$ cat config.mk
export PLATFORM = sky130hd
export DESIGN_NAME = pll_pwr_seq
export DESIGN_NICKNAME = d
export VERILOG_FILES = /design/src/rtl/pllseq_pkg.sv /design/src/rtl/pllseq_wait.sv /design/src/rtl/pllseq_fsm.sv /design/src/rtl/pllseq_drv.sv /design/src/rtl/pll_pwr_seq.sv
export SDC_FILE = /design/constraint.sdc
export NUM_CORES = 1
export LEC_CHECK = 0
export ABC_AREA = 1
export BUFFER_PORTS_ARGS = -buffer_cell sky130_fd_sc_hd__buf_2
export CORE_ASPECT_RATIO = 1.2
export CORE_MARGIN = 5
export CORE_UTILIZATION = 50
export DETAILED_ROUTE_END_ITERATION = 16
export MAX_ROUTING_LAYER = met4
export PLACE_DENSITY = 0.81
export SYNTH_ARGS = -nofsm -noshare
export SYNTH_HDL_FRONTEND = slang
export SYNTH_HIERARCHICAL = 1
export SYNTH_SLANG_ARGS = --single-unit
export TNS_END_PERCENT = 1
$ cat constraint.sdc
create_clock -name clk -period 4.33 [get_ports clk]
set_input_delay 0.6495 -clock clk [delete_from_list [all_inputs] [get_ports clk]]
set_output_delay 0.6495 -clock clk [all_outputs]
set_load 0.02 [all_outputs]
$ cat src/rtl/pllseq_pkg.sv
package pllseq_pkg;

  typedef enum logic [2:0] {
    PS_OFF     = 3'd0,
    PS_UP_PWR  = 3'd1,
    PS_UP_ISO  = 3'd2,
    PS_UP_LOCK = 3'd3,
    PS_ON      = 3'd4,
    PS_DN_EN   = 3'd5,
    PS_DN_ISO  = 3'd6
  } pseq_state_e;

  // One strobe per sequencing step, valid for one cycle at the edge that performs it.
  typedef struct packed {
    logic pwr_up;   // clear clock gate, apply power
    logic iso_off;  // release isolation
    logic pll_on;   // enable PLL
    logic lock_end; // lock wait elapsed
    logic pll_off;  // disable PLL
    logic iso_on;   // assert isolation
    logic pwr_dn;   // remove power
  } pseq_step_t;

  function automatic int unsigned us_to_ticks(input int unsigned us, input int unsigned tpu);
    return us * tpu;
  endfunction

  function automatic logic is_settled(input pseq_state_e s);
    return (s == PS_OFF) || (s == PS_ON);
  endfunction

endpackage

$ cat src/rtl/pllseq_wait.sv
module pllseq_wait #(
  parameter int unsigned CNT_W       = 32,
  parameter int unsigned SHORT_TICKS = 13,
  parameter int unsigned LONG_TICKS  = 260
) (
  input  logic             clk,
  input  logic             rst_n,
  input  logic [CNT_W-1:0] ref_cnt,
  input  logic             arm,
  input  logic             long_sel,
  output logic             wait_done
);
  localparam logic [CNT_W-1:0] SHORT_LIM = CNT_W'(SHORT_TICKS);
  localparam logic [CNT_W-1:0] LONG_LIM  = CNT_W'(LONG_TICKS);

  // Modulo-2^CNT_W difference: correct across counter wrap.
  function automatic logic [CNT_W-1:0] elapsed_ticks(input logic [CNT_W-1:0] now,
                                                     input logic [CNT_W-1:0] since);
    return now - since;
  endfunction

  logic [CNT_W-1:0] start_q;
  logic [CNT_W-1:0] elapsed;
  logic [CNT_W-1:0] limit;

  always_ff @(posedge clk) begin
    if (!rst_n)   start_q <= '0;
    else if (arm) start_q <= ref_cnt;
  end

  assign elapsed   = elapsed_ticks(ref_cnt, start_q);
  assign limit     = long_sel ? LONG_LIM : SHORT_LIM;
  assign wait_done = (elapsed >= limit);

endmodule

$ cat src/rtl/pllseq_fsm.sv
module pllseq_fsm
  import pllseq_pkg::*;
(
  input  logic        clk,
  input  logic        rst_n,
  input  logic        req,
  input  logic        wait_done,
  output pseq_state_e state,
  output pseq_step_t  step,
  output logic        arm,
  output logic        long_sel,
  output logic        seq_end,
  output logic        busy
);
  pseq_state_e nxt;

  always_comb begin
    nxt  = state;
    step = '0;
    unique case (state)
      PS_OFF:     if (req)       begin nxt = PS_UP_PWR;  step.pwr_up   = 1'b1; end
      PS_UP_PWR:  if (wait_done) begin nxt = PS_UP_ISO;  step.iso_off  = 1'b1; end
      PS_UP_ISO:  if (wait_done) begin nxt = PS_UP_LOCK; step.pll_on   = 1'b1; end
      PS_UP_LOCK: if (wait_done) begin nxt = PS_ON;      step.lock_end = 1'b1; end
      PS_ON:      if (!req)      begin nxt = PS_DN_EN;   step.pll_off  = 1'b1; end
      PS_DN_EN:   if (wait_done) begin nxt = PS_DN_ISO;  step.iso_on   = 1'b1; end
      PS_DN_ISO:  if (wait_done) begin nxt = PS_OFF;     step.pwr_dn   = 1'b1; end
      default:    nxt = PS_OFF;
    endcase
  end

  always_ff @(posedge clk) begin
    if (!rst_n) state <= PS_OFF;
    else        state <= nxt;
  end

  assign arm      = step.pwr_up | step.iso_off | step.pll_on | step.pll_off | step.iso_on;
  assign seq_end  = step.lock_end | step.pwr_dn;
  assign long_sel = (state == PS_UP_LOCK);
  assign busy     = !is_settled(state);

endmodule

$ cat src/rtl/pllseq_drv.sv
module pllseq_drv
  import pllseq_pkg::*;
(
  input  logic       clk,
  input  logic       rst_n,
  input  pseq_step_t step,
  input  logic       seq_end,
  output logic       clk_gate,
  output logic       pwr_on,
  output logic       iso_en,
  output logic       pll_en,
  output logic       done
);
  always_ff @(posedge clk) begin
    if (!rst_n) begin
      clk_gate <= 1'b1;
      pwr_on   <= 1'b0;
      iso_en   <= 1'b1;
      pll_en   <= 1'b0;
      done     <= 1'b0;
    end else begin
      if (step.pwr_up)  begin clk_gate <= 1'b0; pwr_on <= 1'b1; end
      if (step.iso_off) iso_en <= 1'b0;
      if (step.pll_on)  pll_en <= 1'b1;
      if (step.pll_off) pll_en <= 1'b0;
      if (step.iso_on)  iso_en <= 1'b1;
      if (step.pwr_dn)  pwr_on <= 1'b0;
      done <= seq_end;
    end
  end

endmodule

$ cat src/rtl/pll_pwr_seq.sv
module pll_pwr_seq
  import pllseq_pkg::*;
#(
  parameter int unsigned CNT_W        = 32,
  parameter int unsigned TICKS_PER_US = 13,
  parameter int unsigned STEP_US      = 1,
  parameter int unsigned LOCK_US      = 20
) (
  input  logic             clk,
  input  logic             rst_n,
  input  logic             pll_req,
  input  logic [CNT_W-1:0] ref_cnt,
  output logic             clk_gate,
  output logic             pwr_on,
  output logic             iso_en,
  output logic             pll_en,
  output logic             busy,
  output logic             done
);
  localparam int unsigned STEP_TICKS = us_to_ticks(STEP_US, TICKS_PER_US);
  localparam int unsigned LOCK_TICKS = us_to_ticks(LOCK_US, TICKS_PER_US);

  pseq_state_e state;
  pseq_step_t  step;
  logic        arm;
  logic        long_sel;
  logic        wait_done;
  logic        seq_end;

  pllseq_fsm u_fsm (
    .clk       (clk),
    .rst_n     (rst_n),
    .req       (pll_req),
    .wait_done (wait_done),
    .state     (state),
    .step      (step),
    .arm       (arm),
    .long_sel  (long_sel),
    .seq_end   (seq_end),
    .busy      (busy)
  );

  pllseq_wait #(
    .CNT_W       (CNT_W),
    .SHORT_TICKS (STEP_TICKS),
    .LONG_TICKS  (LOCK_TICKS)
  ) u_wait (
    .clk       (clk),
    .rst_n     (rst_n),
    .ref_cnt   (ref_cnt),
    .arm       (arm),
    .long_sel  (long_sel),
    .wait_done (wait_done)
  );

  pllseq_drv u_drv (
    .clk      (clk),
    .rst_n    (rst_n),
    .step     (step),
    .seq_end  (seq_end),
    .clk_gate (clk_gate),
    .pwr_on   (pwr_on),
    .iso_en   (iso_en),
    .pll_en   (pll_en),
    .done     (done)
  );

endmodule

==> impl_metrics.py, run 1 <==
metrics = {
    "clock_tree": {
        "clock_latency_ns": 0.30,
        "numCtsBuffers": 5,
        "root_buffer": "clkbuf_8",
        "clkTransAtPathRegs_ns": 0.09,
        "hold_buffers": 0,
        "clockBufferDepth": 2,
        "h-tree-depth": 2,
        "cts_setup_buffers": 0,
        "cts_num_sinks": 40,
        "cts_tree": "yes",
        "post_cts_resized": 0,
    },
    "detailed_routing": {
        "dr.pass1.iters": 5,
        "via_per_inst": 4.94,
        "drt_iter0_drc": 223,
        "vias": 4544,
        "wirelength_mm": 10.1,
        "wire_per_inst_um": 11.0,
        "route.detailed.drc": 0,
        "final_antenna_net_count": 0,
    },
    "floorplan": {
        "rows": 36,
        "die_h_um": 111,
        "boundaryPins": 41,
        "core-area_um2": 8200,
        "die_w_um": 94.1,
        "die-area_um2": 10400,
        "initial_core_util_pct": 51.7,
    },
    "sta": {
        "finClkSkew_ns": 0.00706,
        "slew_violations": 0,
        "hold_viol_final": 0,
        "setup_viol": 0,
        "slew-limit-headroom_pct": 58.8,
        "tns_ns": 0,
        "min_period_ns": 3.57,
        "rsz0062_at_grt": "false",
        "finalCritPeriodShare_pct": 82.4,
        "fmax_mhz": 280,
        "tightest_slew_ns": 0.618,
    },
    "pwr": {
        "ir_drop_mv": 0.260,
        "power_density_nw_per_um2": 619,
        "leakagePower_nw": 2.73,
    },
    "synthesis": {
        "syn_area_um2": 4240,
        "syn_avg_cell_area_um2": 5.53,
        "syn_nets": 836,
        "ys.warnings.count": 6,
        "syn_inst": 766,
    },
    "setup_path": {
        "worstSetupStartpoint": "ref_cnt[0]",
        "crit_path_start_kind": "input pin",
        "r2r.worst_path.cells": 24,
        "r2r_slack_ns": 0.92,
        "r2r-end": "u_wait/start_q[9]",
        "critical_path_class": "input pin to register",
        "worstSetupEndpointType": "register",
        "cp_data_arrival_time_ns": 3.81,
        "r2r-start": "u_wait/start_q[2]",
        "crit_required_ns": 4.57,
        "worstPathMaxFanout": 30,
    },
    "job": {
        "maxCapViolCount": 0,
    },
    "placed_design": {
        "hpwl_mm": 8.19,
        "finalWeightedCongestion": 0.999,
        "io_buffers": 40,
    },
    "run_status": {
        "status": "finished clean",
    },
    "cells_and_area": {
        "antenna_cells": 0,
        "syn_to_final_growth_pct": 10.2,
        "final_util_pct": 57.0,
        "nets": 874,
        "regArea_um2": 801,
        "fillerInstances": 913,
        "multi_input_area_um2": 2760,
        "drive_gt1_share_pct": 10.4,
    },
    "global_routing": {
        "globalRoute.totalOverflow": 0,
        "grt_first_pass_wirelength_mm": 17.7,
        "antenna_found_initial": 0,
        "grt_max_degree": 41,
        "grt_pass1_vias": 4227,
        "groute.usage.overall_pct": 20.8,
    },
    "hold_path": {
        "min_to": "u_drv/clk_gate",
        "hold_path_class": "register to register",
        "whs_path_depth": 2,
        "min-delay-start": "u_drv/clk_gate",
    },
}
-- per-layer routing --
layer,vias to the layer above,share of wire (%),wire [µm],GRT usage [%]
met5,-,0,0,-
met4,0,2.8,281,7.90
met3,29,4.3,429,2.99
met2,104,48,4850,35.4
met1,1975,45,4520,24.5
li1,2436,-,-,-
-- power by group --
part	switching [mW]	internal [mW]	total (mW)
logic	1.31	0.676	1.99
registers	0.0585	0.509	0.567
clock network	0.146	0.189	0.334
-- worst max path at each step --
stage	depth (start not counted)	slack [ns]	end
after floorplan	20	0.70	u_wait/start_q[10]
after CTS	23	0.76	u_wait/start_q[16]
after detailed placement	23	0.45	u_wait/start_q[9]
after global routing	23	0.30	u_wait/start_q[5]
after global placement	23	0.56	u_wait/start_q[8]
final	23	0.76	u_wait/start_q[9]
-- per-stage QoR --
step	setup slack (ns)	std cells	area (µm²)	hold WS, ns	total power [mW]
final	0.763	919	4670	0.448	2.89
after global routing	0.303	919	4670	0.478	3.25
after CTS	0.765	919	4670	0.453	2.88
after detailed placement	0.448	911	4550	0.435	2.54
after global placement	0.560	911	4550	0.424	2.51
after floorplan	0.697	766	4240	0.437	2.13
-- critical path, cell delays in order --
cell	delay [ns]
buf_2	0.07
inv_1	0.04
ha_1	0.22
fa_1	0.39
inv_1	0.14
nand2_1	0.09
nand2_1	0.08
nand3_1	0.08
nand2_2	0.12
xor2_1	0.08
ha_1	0.18
inv_1	0.06
nand4_1	0.08
nor2_1	0.14
nand3_1	0.09
nor2_1	0.09
nand3_1	0.11
nand3_1	0.14
nand4_1	0.24
inv_1	0.14
buf_4	0.28
o21ai_0	0.13
a21oi_1	0.15
-- layout by cell type, fill, tap and decap left out, types with 2 or more instances in the layout --
cell	instances
nand4_1	12
xor2_1	3
ha_1	34
nand3b_1	9
nor2_2	6
inv_1	167
nand2_2	18
nor2_1	69
clkbuf_8	6
a21oi_1	58
nand3_1	44
o21ai_0	36
inv_2	2
buf_4	2
dfxtp_1	40
buf_2	40
nand3_2	4
nand2_1	241
nor3_1	3
-- state kept, by name (all words and copies together), names as in the netlist --
| register | count |
|---|---|
| u_drv/done | 1 |
| u_fsm/state | 3 |
| u_wait/start_q | 32 |
| u_drv/pll_en | 1 |
| u_drv/iso_en | 1 |
| u_drv/pwr_on | 1 |
| u_drv/clk_gate | 1 |
-- layout make-up --
class                           instances  share of cell area (%)
Inverter                              169                    13.6
Timing Repair Buffer                   42                    4.61
Tap cell                              114                    3.05
Sequential cell                        40                    17.1
Multi-Input combinational cell        546                    59.0
Clock buffer                            6                    1.77
Clock inverter                          2                   0.830
(Power assumes the default switching activity.)
==> run 2: changes to the inputs <==
- clock period: 4.33 -> 3.5 ns (I/O delays scaled with it)
==> run 2 against run 1 <==
Compared with the run above: clock power is essentially flat; combinational power grew 32%; final cell count grew 0.65%; global-route usage is essentially flat; utilization grew 0.82 points; count of clock-buffer cells in the layout grew 1; critical path type is now register to register.
==> impl_metrics.py, run 2 (synthesis results as in run 1) <==
metrics = {
    "sta": {
        "setup_viol": 0,
        "hold_viol_final": 0,
        "fmax_mhz": 308,
        "slew-limit-headroom_pct": 60.4,
        "fin_ws_ns": 0.249,
        "finalCritPeriodShare_pct": 92.9,
        "slew_violations": 0,
        "finClkSkew_ns": 0.00533,
        "tns_ns": 0,
        "min_period_ns": 3.25,
        "tightest_slew_ns": 0.593,
    },
    "placed_design": {
        "io_buffers": 40,
        "dp_slack_ns": -0.0547,
        "finalWeightedCongestion": 0.990,
        "hpwl_mm": 8.27,
    },
    "detailed_routing": {
        "via_per_inst": 4.94,
        "vias": 4567,
        "drt_iter0_drc": 285,
        "route.detailed.drc": 0,
        "wirelength_mm": 10.2,
        "final_antenna_net_count": 0,
        "wire_per_inst_um": 11.1,
        "dr.pass1.iters": 5,
    },
    "global_routing": {
        "grt_max_degree": 41,
        "grt_first_pass_wirelength_mm": 17.7,
        "antenna_found_initial": 0,
        "globalRoute.totalOverflow": 0,
        "groute.usage.overall_pct": 20.9,
        "grt_pass1_vias": 4200,
    },
    "pwr": {
        "pwr-share-comb_pct": 71.7,
        "leakagePower_nw": 2.76,
        "p_sw_share_pct": 52.3,
        "p_clk_share_pct": 9.2,
        "power_density_nw_per_um2": 771,
        "power_mw": 3.66,
        "ir_drop_mv": 0.346,
        "p_sw_mw": 1.91,
        "seqPwrFrac_pct": 19.2,
        "intPower_mw": 1.74,
    },
    "floorplan": {
        "die-area_um2": 10400,
        "die_w_um": 94.1,
        "rows": 36,
        "initial_core_util_pct": 51.7,
        "boundaryPins": 41,
        "die_h_um": 111,
        "core-area_um2": 8200,
    },
    "cells_and_area": {
        "drive_gt1_share_pct": 11.3,
        "largest_reg_flops": 32,
        "antenna_cells": 0,
        "syn_to_final_growth_pct": 11.8,
        "top_register": "u_wait/start_q",
        "final_common_cell": "nand2_1",
        "most-common-layout-cells": "nand2_1, inv_1, nor2_1",
        "nets": 880,
        "top_regs": "u_wait/start_q (32), u_fsm/state (3)",
    },
    "clock_tree": {
        "numCtsBuffers": 5,
        "clockBufferDepth": 2,
        "clkTransAtPathRegs_ns": 0.08,
        "clock_latency_ns": 0.30,
        "h-tree-depth": 2,
        "cts_tree": "yes",
        "root_buffer": "clkbuf_8",
        "cts_num_sinks": 40,
        "hold_buffers": 0,
    },
    "setup_path": {
        "cp_data_arrival_time_ns": 3.44,
        "worstSetupEndpointType": "register",
        "crit_path_start_kind": "register",
        "critical_path_class": "register to register",
        "crit_required_ns": 3.69,
        "worstPathMaxFanout": 15,
    },
    "hold_path": {
        "hold_path_class": "register to register",
    },
    "run_status": {
        "status": "finished clean",
    },
    "job": {
        "maxCapViolCount": 0,
    },
}
-- run 2: path summary, 6_finish.rpt --
| path | start | endpoint | slack, ns | depth (start not counted) |
|---|---|---|---|---|
| min | u_drv/iso_en | u_drv/iso_en | 0.45 | 2 |
| max reg2reg | u_wait/start_q[2] | u_wait/start_q[16] | 0.25 | 24 |
| min reg2reg | u_drv/iso_en | u_drv/iso_en | 0.45 | 2 |
| max | u_wait/start_q[2] | u_wait/start_q[16] | 0.25 | 24 |
-- run 2: power by group through the flow --
stage | Clock (mW) | Sequential, mW | Combinational, mW
after global routing | 0.367 | 0.719 | 3.01
final | 0.335 | 0.701 | 2.62
after CTS | 0.349 | 0.703 | 2.53
after global placement | 0 | 0.708 | 2.48
after floorplan | 0 | 0.713 | 1.92
after detailed placement | 0 | 0.714 | 2.51
-- run 2: worst max-delay path, cell delays in order (launching register included) --
cell	delay, ns
dfxtp_1	0.32
inv_1	0.05
ha_1	0.31
nand2_1	0.08
nand2_1	0.07
inv_1	0.09
nand2_4	0.07
xor2_1	0.15
ha_1	0.27
nand3_1	0.08
nor2_1	0.04
nor2_1	0.09
nand2_1	0.06
nor2_1	0.10
nand3_1	0.09
a21oi_1	0.13
nand3_1	0.09
nor2_2	0.13
nand3_2	0.09
nand3_1	0.11
nand4_1	0.17
inv_2	0.15
buf_4	0.15
clkbuf_16	0.16
a21oi_1	0.06
-- run 2: metal layers --
layer | part of all wire, % | global-route usage (%) | wire [µm]
met1 | 43 | 24.6 | 4410
met2 | 48 | 34.7 | 4910
met3 | 5.0 | 3.05 | 513
met4 | 4.0 | 9.44 | 411
met5 | 0 | - | 0
-- run 2: what timing repair did --
action / 4_1_cts / 5_1_grt
resized for setup: 0 / 3
setup buffers: 0 / 1
endpoints found under the setup margin: 0 / 24
-- run 2: through the flow --
step | hold slack (ns) | instances | utilization [%] | area, µm²
final | 0.451 | 925 | 57.8 | 4740
after floorplan | 0.437 | 766 | - | 4240
after CTS | 0.453 | 923 | 57.3 | 4700
after detailed placement | 0.436 | 915 | 56.2 | 4610
after global routing | 0.469 | 925 | 57.8 | 4740
after global placement | 0.425 | 915 | 56.2 | 4610
-- run 2: cell type report --
type / instances / area, µm²
fillers: 879 / 3460
clock inverters: 1 / 7.51
repair buffers: 48 / 303
well taps: 114 / 143
flip-flops and latches: 40 / 801
clock buffers: 7 / 86.3
inverters: 169 / 634
multi-input cells: 546 / 2770
==> run 3: changes to the inputs <==
- clock period: 3.5 -> 3.65 ns (I/O delays scaled with it)
==> run 3 against run 2 <==
Compared with the run above: worst hold slack lost 0.0055 ns; sequential power shrank 3.6%; design area shrank 0.79%; register-to-register slack gained 0.15 ns; critical endpoint is now u_wait/start_q[21]; clock skew grew 0.0030 ns; die area is the same; non-clock buffer count shrank 4.
==> impl_metrics.py, run 3 (synthesis results as in run 1) <==
metrics = {
    "global_routing": {
        "grt_pass1_vias": 4165,
        "antenna_found_initial": 0,
        "globalRoute.totalOverflow": 0,
        "groute.usage.overall_pct": 20.9,
        "grt_max_degree": 41,
        "grt_first_pass_wirelength_mm": 17.8,
    },
    "floorplan": {
        "die_h_um": 111,
        "boundaryPins": 41,
        "initial_core_util_pct": 51.7,
        "die_w_um": 94.1,
        "die-area_um2": 10400,
        "core-area_um2": 8200,
        "rows": 36,
    },
    "pwr": {
        "power_density_nw_per_um2": 737,
        "p_clk_share_pct": 10.7,
        "leakagePower_nw": 2.74,
        "intPower_mw": 1.67,
        "p_sw_share_pct": 51.9,
        "pwr-share-comb_pct": 69.8,
        "seqPwrFrac_pct": 19.5,
        "p_sw_mw": 1.80,
        "ir_drop_mv": 0.342,
    },
    "detailed_routing": {
        "drt_iter0_drc": 333,
        "dr.pass1.iters": 5,
        "via_per_inst": 4.93,
        "route.detailed.drc": 0,
        "final_antenna_net_count": 0,
        "vias": 4540,
        "wirelength_mm": 10.1,
        "wire_per_inst_um": 10.9,
    },
    "cells_and_area": {
        "most-common-layout-cells": "nand2_1, inv_1, nor2_1",
        "fillerInstances": 916,
        "top_register": "u_wait/start_q",
        "nets": 876,
        "largest_reg_flops": 32,
        "final_common_cell": "nand2_1",
        "top_regs": "u_wait/start_q (32), u_fsm/state (3)",
        "design_area_um2": 4700,
        "drive_gt1_share_pct": 10.7,
        "syn_to_final_growth_pct": 10.9,
        "antenna_cells": 0,
    },
    "job": {
        "maxCapViolCount": 0,
    },
    "clock_tree": {
        "cts_tree": "yes",
        "hold_buffers": 0,
        "clockBufferDepth": 2,
        "clkTransAtPathRegs_ns": 0.08,
        "post_cts_resized": 0,
        "clock_latency_ns": 0.30,
        "numCtsBuffers": 5,
        "cts_setup_buffers": 0,
        "cts_num_sinks": 40,
        "root_buffer": "clkbuf_8",
        "h-tree-depth": 2,
    },
    "setup_path": {
        "crit_required_ns": 3.87,
        "r2r_slack_ns": 0.40,
        "r2r.worst_path.cells": 24,
        "worstPathMaxFanout": 29,
        "worstSetupStartpoint": "ref_cnt[2]",
        "worstSetupEndpointType": "register",
        "critical_path_class": "input pin to register",
        "crit_path_start_kind": "input pin",
        "cp_data_arrival_time_ns": 3.48,
        "r2r-end": "u_wait/start_q[21]",
        "r2r-start": "u_wait/start_q[2]",
        "endpoint": "u_wait/start_q[21]",
    },
    "placed_design": {
        "dp_slack_ns": 0.0483,
        "place_area_um2": 4590,
        "io_buffers": 40,
        "finalWeightedCongestion": 0.991,
        "hpwl_mm": 8.39,
    },
    "sta": {
        "hold_viol_final": 0,
        "tightest_slew_ns": 0.626,
        "tns_ns": 0,
        "min_period_ns": 3.26,
        "fmax_mhz": 307,
        "slew-limit-headroom_pct": 58.3,
        "holdWs_ns": 0.445,
        "slew_violations": 0,
        "setup_viol": 0,
        "rsz0062_at_grt": "false",
        "fin_ws_ns": 0.392,
        "finalCritPeriodShare_pct": 89.3,
        "finClkSkew_ns": 0.00833,
    },
    "run_status": {
        "status": "finished clean",
    },
    "hold_path": {
        "hold_path_class": "register to register",
    },
}
[run 3: cell type report]
cell class	count	area [µm²]	share of cell area, %
clock inverter	3	42.5	0.905
multi-input combinational	546	2760	58.6
timing repair buffer	44	255	5.43
tap	114	143	3.03
sequential	40	801	17.0
inverter	169	634	13.5
clock buffer	5	68.8	1.46
[run 3: how the worst min path moves through the flow]
| stage | startpoint | to | slack (ns) | cells past startpoint |
|---|---|---|---|---|
| floorplan | u_wait/start_q[12] | u_wait/start_q[12] | 0.44 | 2 |
| global placement | u_drv/clk_gate | u_drv/clk_gate | 0.42 | 2 |
| detailed placement | u_drv/clk_gate | u_drv/clk_gate | 0.43 | 2 |
| CTS | u_drv/clk_gate | u_drv/clk_gate | 0.45 | 2 |
| global route | u_drv/clk_gate | u_drv/clk_gate | 0.48 | 2 |
| finish | u_drv/clk_gate | u_drv/clk_gate | 0.45 | 2 |
[run 3: worst max-delay path, cell delays in order]
cell and delay [ns]:
buf_2 0.11, ha_1 0.34, nand2_1 0.09, nand2_1 0.06
inv_1 0.09, nand2_4 0.07, xor2_1 0.15, ha_1 0.28
nand3_1 0.08, nor2_1 0.04, nor2_1 0.07, nand2_1 0.06
nor2_1 0.10, nand3_1 0.09, a21oi_1 0.13, nand3_1 0.08
nor2_1 0.10, nand3_1 0.11, nand3_1 0.15, nand4_1 0.13
inv_1 0.17, buf_12 0.18, o21ai_0 0.09, a21oi_1 0.15
[run 3: per-layer routing]
layer  global-route usage [%]  vias up  part of all wire [%]
met5                        -        -                     0
met4                     7.03        0                   2.6
met3                     2.31       20                   4.5
met2                     36.2      100                    49
met1                     24.8     1971                    44
li1                         -     2449                     -
[run 3: metrics by stage]
stage	utilization, %	instances	total power [mW]
finish	57.4	921	3.46
global route	57.4	921	3.90
CTS	57.4	921	3.48
detailed placement	56.0	913	3.09
global placement	56.0	913	3.05
floorplan	-	766	2.52
[run 3: power by group through the flow]
stage               sequential (mW)  combinational [mW]  clock, mW
floorplan                     0.684                1.84          0
global placement              0.682                2.37          0
detailed placement            0.687                2.40          0
CTS                           0.677                2.42      0.385
global route                  0.694                2.80      0.404
finish                        0.676                2.42      0.369
